`src/rtl/dtr_loader.sv`:
```
module dtr_loader (
  input  logic        clk,
  input  logic        rst_n,
  input  logic        start,
  input  logic        tgt,
  input  logic [15:0] sel_in,
  input  logic [1:0]  cpl,
  input  logic        v86,
  input  logic        pe,
  input  logic [31:0] gdt_base,
  output logic        mem_req,
  output logic [31:0] mem_addr,
  input  logic [7:0]  mem_rdata,
  input  logic        mem_ack,
  input  logic        mem_abort,
  output logic        busy,
  output logic        done,
  output logic        fault,
  output logic [15:0] ldt_sel,
  output logic [31:0] ldt_base,
  output logic [31:0] ldt_limit,
  output logic [7:0]  ldt_access,
  output logic [15:0] tr_sel,
  output logic [31:0] tr_base,
  output logic [31:0] tr_limit,
  output logic [7:0]  tr_access,
  input  logic        store_tgt,
  output logic [15:0] store_sel
);

  localparam int NBYTES = 8;
  localparam int IW     = $clog2(NBYTES);
  localparam int NREG   = 2;

  typedef enum logic [1:0] {S_IDLE, S_READ, S_COMMIT} state_t;

  state_t              st;
  logic [IW-1:0]       idx;
  logic                tgt_q;
  logic [15:0]         sel_q;
  logic [31:0]         walk_base;
  logic [NBYTES*8-1:0] desc_q;

  logic [15:0] rsel [NREG];
  logic [31:0] rbase[NREG];
  logic [31:0] rlim [NREG];
  logic [7:0]  racc [NREG];

  logic [31:0] raw_lim, new_lim, new_base;
  logic        gbit, refuse;

  assign refuse   = pe && ((cpl != 2'd0) || v86);
  assign mem_req  = (st == S_READ);
  assign mem_addr = walk_base + {{(32-IW){1'b0}}, idx};
  assign busy     = (st != S_IDLE);

  assign gbit     = desc_q[55];
  assign raw_lim  = {12'h000, desc_q[51:48], desc_q[15:0]};
  assign new_lim  = gbit ? {raw_lim[19:0], 12'hFFF} : raw_lim;
  assign new_base = {desc_q[63:56], desc_q[39:32], desc_q[31:16]};

  always_ff @(posedge clk) begin
    if (!rst_n) begin
      st        <= S_IDLE;
      idx       <= '0;
      tgt_q     <= 1'b0;
      sel_q     <= '0;
      walk_base <= '0;
      desc_q    <= '0;
      done      <= 1'b0;
      fault     <= 1'b0;
      for (int i = 0; i < NREG; i++) begin
        rsel[i]  <= '0;
        rbase[i] <= '0;
        rlim[i]  <= '0;
        racc[i]  <= '0;
      end
    end else begin
      done  <= 1'b0;
      fault <= 1'b0;
      case (st)
        S_IDLE: if (start) begin
          if (refuse) fault <= 1'b1;
          else begin
            st        <= S_READ;
            idx       <= '0;
            tgt_q     <= tgt;
            sel_q     <= sel_in;
            walk_base <= gdt_base + {16'h0000, sel_in[15:3], 3'b000};
          end
        end
        S_READ: begin
          if (mem_abort) st <= S_IDLE;
          else if (mem_ack) begin
            desc_q[{idx, 3'b000} +: 8] <= mem_rdata;
            if (idx == IW'(NBYTES - 1)) st <= S_COMMIT;
            else idx <= idx + 1'b1;
          end
        end
        S_COMMIT: begin
          rsel[tgt_q]  <= sel_q;
          rbase[tgt_q] <= new_base;
          rlim[tgt_q]  <= new_lim;
          racc[tgt_q]  <= desc_q[47:40];
          done         <= 1'b1;
          st           <= S_IDLE;
        end
        default: st <= S_IDLE;
      endcase
    end
  end

  assign ldt_sel    = rsel[0];
  assign ldt_base   = rbase[0];
  assign ldt_limit  = rlim[0];
  assign ldt_access = racc[0];
  assign tr_sel     = rsel[1];
  assign tr_base    = rbase[1];
  assign tr_limit   = rlim[1];
  assign tr_access  = racc[1];
  assign store_sel  = store_tgt ? rsel[1] : rsel[0];

  assert_fault_quiet_R2: assert property (@(posedge clk) disable iff (!rst_n)
    fault |-> (!mem_req && !busy && !done));

  assert_ascending_R4: assert property (@(posedge clk) disable iff (!rst_n)
    (mem_req && $past(mem_req && mem_ack && !mem_abort)) |-> (mem_addr == $past(mem_addr) + 32'd1));

  assert_ldt_hold_R9: assert property (@(posedge clk) disable iff (!rst_n)
    (st != S_COMMIT) |=> ($stable(ldt_sel) && $stable(ldt_base) && $stable(ldt_limit) && $stable(ldt_access)));

  assert_tr_hold_R9: assert property (@(posedge clk) disable iff (!rst_n)
    (st != S_COMMIT) |=> ($stable(tr_sel) && $stable(tr_base) && $stable(tr_limit) && $stable(tr_access)));

  assert_abort_cancel_R10: assert property (@(posedge clk) disable iff (!rst_n)
    (mem_req && mem_abort) |=> (!mem_req && !done && !busy));

  assert_gran_fill_R8: assert property (@(posedge clk) disable iff (!rst_n)
    (done && gbit) |-> (store_tgt ? 1'b1 : 1'b1) && (rlim[tgt_q][11:0] == 12'hFFF));

endmodule

```
`config.mk`:
```
export PLATFORM = sky130hd
export DESIGN_NAME = dtr_loader
export DESIGN_NICKNAME = d
export VERILOG_FILES = /design/src/rtl/dtr_loader.sv
export SDC_FILE = /design/constraint.sdc
export NUM_CORES = 1
export LEC_CHECK = 0
export BUFFER_PORTS_ARGS = -buffer_cell sky130_fd_sc_hd__buf_4
export CORE_MARGIN = 2
export CORE_UTILIZATION = 36
export DETAILED_ROUTE_END_ITERATION = 12
export MAX_ROUTING_LAYER = met4
export PLACE_DENSITY_LB_ADDON = 0.3
export REMOVE_ABC_BUFFERS = 1
export SYNTH_ARGS = -nofsm -noshare
export SYNTH_HDL_FRONTEND = slang
export SYNTH_SLANG_ARGS = --single-unit
```
`constraint.sdc`:
```
create_clock -name clk -period 4.4 [get_ports clk]
set_input_delay 0.44 -clock clk [delete_from_list [all_inputs] [get_ports clk]]
set_output_delay 0.44 -clock clk [all_outputs]
set_load 0.02 [all_outputs]
```
After elaboration in Yosys (flattened, before gate mapping)
Memories as Yosys holds them, arrays and structs flattened. Index checks and enable logic that the tools add are counted. W data, S select, Z words.

Logic and storage cells: 77. Memories kept: 4. Flip-flop bits (word level): 120. RAM bits: 176. Output and inout port bits: 228.

Add/sub/neg operators: 4. Shifts and indexed selects: 2. Reductions and logical operators: 15. Muxes and demuxes: 32. Equality and inequality tests: 10. Bitwise gates (word level): 2.

Memory list: rbase (words 2, width 32, read ports 2, clocked after memory_dff 0, write ports 2, RTL line 45) `logic [31:0] rbase[NREG];`; rlim (words 2, width 32, read ports 2, clocked after memory_dff 0, write ports 2, RTL line 46) `logic [31:0] rlim [NREG];`; rsel (words 2, width 16, read ports 2, clocked after memory_dff 0, write ports 2, RTL line 44) `logic [15:0] rsel [NREG];`; racc (words 2, width 8, read ports 2, clocked after memory_dff 0, write ports 2, RTL line 47) `logic [7:0] racc [NREG];`.

Operators by type and width (number): $mux W32 (3); $bwmux W64 (1); $reduce_or A32 Y1 (2); $shift A8 B8 Y64 const A (1); $shiftx A8 B8 Y64 (1); $add A32 B16 Y32 (1); $add A32 B3 Y32 (1); $mux W16 (2); $reduce_or A16 Y1 (1); $mux W3 (5); $mux W1 (13); $mux W2 (5); $reduce_and A3 Y1 (3); $mux W8 (1); $ne A2 B2 Y1 const B (4); $neg A6 Y8 (1); $reduce_or A8 Y1 (1); $ne A3 B1 Y1 const B (2); $pmux W3 S2 (1); $reduce_and A6 Y1 (1); $reduce_bool A2 Y1 (3); $pmux W2 S2 (1); $reduce_and A4 Y1 (1); $add A3 B1 Y3 const B (1); other kinds (8) (9).

Depth between registers and ports, before layout
Depth in word-level cells: 6. Depth in mapped cells: 10. Mapped depth without buffers: 8.

Least setup slack after synthesis
OpenSTA, ideal clock, no wires.

Kind: input to register. Start: input rst_n. End: memory racc[1][0] (enable). Required time: 3.951 ns. Buffers on the path: 3. Data arrival time: 3.281 ns. Cell stages on the path: 7. Path slack: 0.670 ns. Cell sequence: buf_2 > nand2_1 > nor2_1 > clkbuf_1 > nand2_1 > clkbuf_1 > nand2_1.

RTL lines: start: declaration (RTL line 3) `input logic rst_n,`; end: declaration (RTL line 47).

Worst setup path in the final report
Start: register idx[0]. End: output mem_addr[24].

Word-level cells in the longest chain between the ends: 1.

RTL lines: start: declaration (RTL line 38) `logic [IW-1:0] idx;`; start signal: assignment (RTL line 97) `else idx <= idx + 1'b1;`; $add A32 B3 Y32 (RTL line 54) `assign mem_addr = walk_base + {{(32-IW){1'b0}}, idx};`; end: declaration (RTL line 12) `output logic [31:0] mem_addr,`.

Every way passes these cells.

==> results.yml <==
grt:
  grt_max_degree: 69
  overflow: 0
  grt_util_all_layers_pct: 19.4
  antenna_found_initial: 1
  grt_pass1_wl_um: 56700
  grt_pass1_vias: 9824
synth:
  ys_seq_elements: 293
  synth_edf_count: 176
  yosys_warnings: 0
  async_flop_share_pct: 0
  ys.flop_type: "edfxtp_1"
  synth_cell_types: 71
  netlist_instances: 1194
  syn-cell-area_um2: 12900
  avgSynthCellArea_um2: 10.8
  synth-seq-area-share_pct: 58.9
timing:
  report.final.slew_viol_count: 0
  setup_viol_count_final: 0
  hold_viol: 0
  rsz0062_at_grt: "no"
  fmax_mhz: 267
  whs_ns: 0.135
  skew_ns: 0.0155
  final.period_utilization_pct: 85.2
  period_needed_ns: 3.75
  relSlewSlack_pct: 27.9
  worst_pin_slew_ns: 1.07
route:
  wl_met2_um: 17200
  vias: 9874
  drt_iter0_drc: 651
  ant_nets: 0
  avgViaCountPerCell: 5.09
  top_layer_used: "met4"
  dr.pass1.iters: 5
  drt_wl_total_um: 36300
  m1WireLength_um: 16100
  wl_per_cell_um: 18.7
  drc_errors: 0
  route.met3.wl_um: 2240
finish:
  area_growth_syn_to_layout_pct: 28.8
  fin_nets: 1546
  finalNonFillerCells: 1941
  final_util_pct: 47.0
  layout-drive-gt1-share_pct: 27.8
floorplan:
  die-width_um: 194
  io_pins: 295
  die_h_um: 194
  fp-row-count: 69
  die_area_um2: 37500
  fp.coreArea_um2: 35500
  start_util_pct: 36.5
clocking:
  hold_buffers: 0
  clock_sinks: 293
  cts-root-buf: "clkbuf_16"
  cts-resized-gates: 0
  clkLatencyLatePin_ns: 0.56
  cts_tree: "done"
  numCtsBuffers: 31
  postCtsSetupBuffers: 0
  clk_pin_slew_ns: 0.06
  clk_path_buf_depth: 3
  htreeDepth: 1
place:
  hpwl_um: 25700
  place_congestion: 0.858
  port_buffers: 294
  dp_cells: 1882
setup_path:
  cp_slowest_cell: "dfxtp_1"
  required_ns: 3.96
  cp-start-kind: "register"
  cp_slowest_stage_delay_ns: 0.57
  endpoint_kind: "output pin"
  worstPathCellList: "ha_1 -> fa_1 -> a21oi_1 -> nor4b_4 -> nand3_1 -> nor2_1 -> nand2_1 -> xnor2_1 -> buf_4"
  crit_type: "register to output pin"
  crit_arrival_ns: 3.31
  worstPathMaxFanout: 12
status:
  status: "complete, no violations"
power:
  peakVddDrop_mv: 0.227
  powerDensity_nw_per_um2: 398
  leakagePower_nw: 6.80
hold_path:
  hold_class: "primary input to register"
run:
  drv_cap: 0
cell usage in the layout (no fill, tap or decap), types with 5 or more instances in the layout:
cell type | netlist | layout
nor2_1 | 101 | 100
o21ai_0 | 20 | 20
buf_4 | 0 | 308
ha_1 | 23 | 23
xor2_1 | 9 | 9
and3_1 | 98 | 97
a31oi_1 | 8 | 8
nor3_1 | 10 | 9
a21o_1 | 6 | 6
nand4_1 | 30 | 30
a21oi_1 | 93 | 93
inv_1 | 9 | 8
dfxtp_1 | 117 | 116
clkinv_2 | 0 | 6
nand2_1 | 131 | 129
nand3_1 | 61 | 60
mux2_2 | 16 | 16
and2_1 | 61 | 61
or3_1 | 5 | 5
nand2b_1 | 7 | 7
xnor2_1 | 33 | 33
mux2i_1 | 24 | 24
edfxtp_1 | 176 | 176
bufinv_16 | 0 | 8
clkbuf_16 | 0 | 31
area by class of cell:
| class | count | area, µm² |
|---|---|---|
| clock inverter | 24 | 343 |
| timing repair buffer | 309 | 2330 |
| sequential | 293 | 7630 |
| fill | 3299 | 18800 |
| inverter | 9 | 35.0 |
| antenna | 1 | 2.50 |
| multi-input combinational | 810 | 4980 |
| tap | 461 | 577 |
| clock buffer | 34 | 787 |
per-layer routing:
layer	global-route usage, %	up-vias
li1	-	4798
met1	25.4	4663
met2	31.9	357
met3	2.85	56
met4	4.52	0
met5	-	-
report_power, final:
group / internal, mW / switching [mW]
Combinational: 0.274 / 0.420
Sequential: 3.01 / 0.0687
Clock: 1.77 / 1.11
Total: 5.05 / 1.60
state kept, by name (all words and copies together) (netlist names):
name / flops
st: 2
rbase: 64
desc_q: 61
racc: 16
sel_q: 16
done: 1
rsel: 32
rlim: 64
fault: 1
walk_base: 32
idx: 3
tgt_q: 1
synthesized netlist by cell type, drive strengths merged (4+ instances only):
| cell | number | area share [%] |
|---|---|---|
| edfxtp | 176 | 41 |
| nand2 | 133 | 3.9 |
| dfxtp | 117 | 18 |
| and3 | 101 | 4.9 |
| nor2 | 101 | 2.9 |
| a21oi | 95 | 3.7 |
| clkbuf | 66 | 2.0 |
| and2 | 61 | 2.9 |
| nand3 | 61 | 2.4 |
| xnor2 | 33 | 2.2 |
| nand4 | 30 | 1.4 |
| mux2i | 24 | 1.9 |
| ha | 23 | 2.2 |
| o21ai | 20 | 0.77 |
| buf | 16 | 0.69 |
| mux2 | 16 | 1.4 |
| nor3 | 11 | 0.46 |
| inv | 9 | 0.26 |
| xor2 | 9 | 0.61 |
| a31oi | 8 | 0.39 |
| a21o | 7 | 0.42 |
| nand2b | 7 | 0.34 |
| nor4 | 5 | 0.36 |
| or3 | 5 | 0.24 |
| a22oi | 4 | 0.23 |
| nor2b | 4 | 0.19 |
| nor3b | 4 | 0.23 |
| o211ai | 4 | 0.23 |
final timing paths:
path,from,to,slack [ns],cells past startpoint
setup / recovery,idx[0],mem_addr[24],0.65,9
hold / removal,sel_in[1],sel_q[1],0.13,3
setup reg to reg,idx[0],desc_q[4],1.70,7
hold reg to reg,walk_base[2],walk_base[2],0.46,2
critical path: cells and delay by family, from the launching register on:
family,cells,cell delay [ns]
AND/OR/NAND/NOR,4,1.20
flip-flops,1,0.57
adder cells (fa/ha/maj),2,0.48
AO/OA/AOI/OAI,1,0.17
XOR/XNOR,1,0.17
buffers and inverters,1,0.17
logic make-up (layout without fill, tap and decap cells):
kind of cell    after synthesis  count (layout)  synth area share [%]
fa+ha+maj                    25              25                  2.53
buf+inv                      91             376                  2.96
other cells                   0               1                     0
simple gates                536             536                  21.4
flops                       293             293                  58.9
mux                          40              40                  3.25
xor+xnor                     42              42                  2.84
compound gates              167             167                  8.12
metrics by stage:
step	area (µm²)	total power, mW	setup slack (ns)	setup TNS, ns
after floorplan	12600	3.49	-0.518	-45.61
after global placement	15500	3.83	1.19	0
after CTS	16700	6.71	0.586	0
after detailed placement	15500	3.83	1.11	0
after global routing	16700	6.88	0.309	0
final	16700	6.64	0.653	0
No activity file was read; power rests on OpenSTA's default activity.
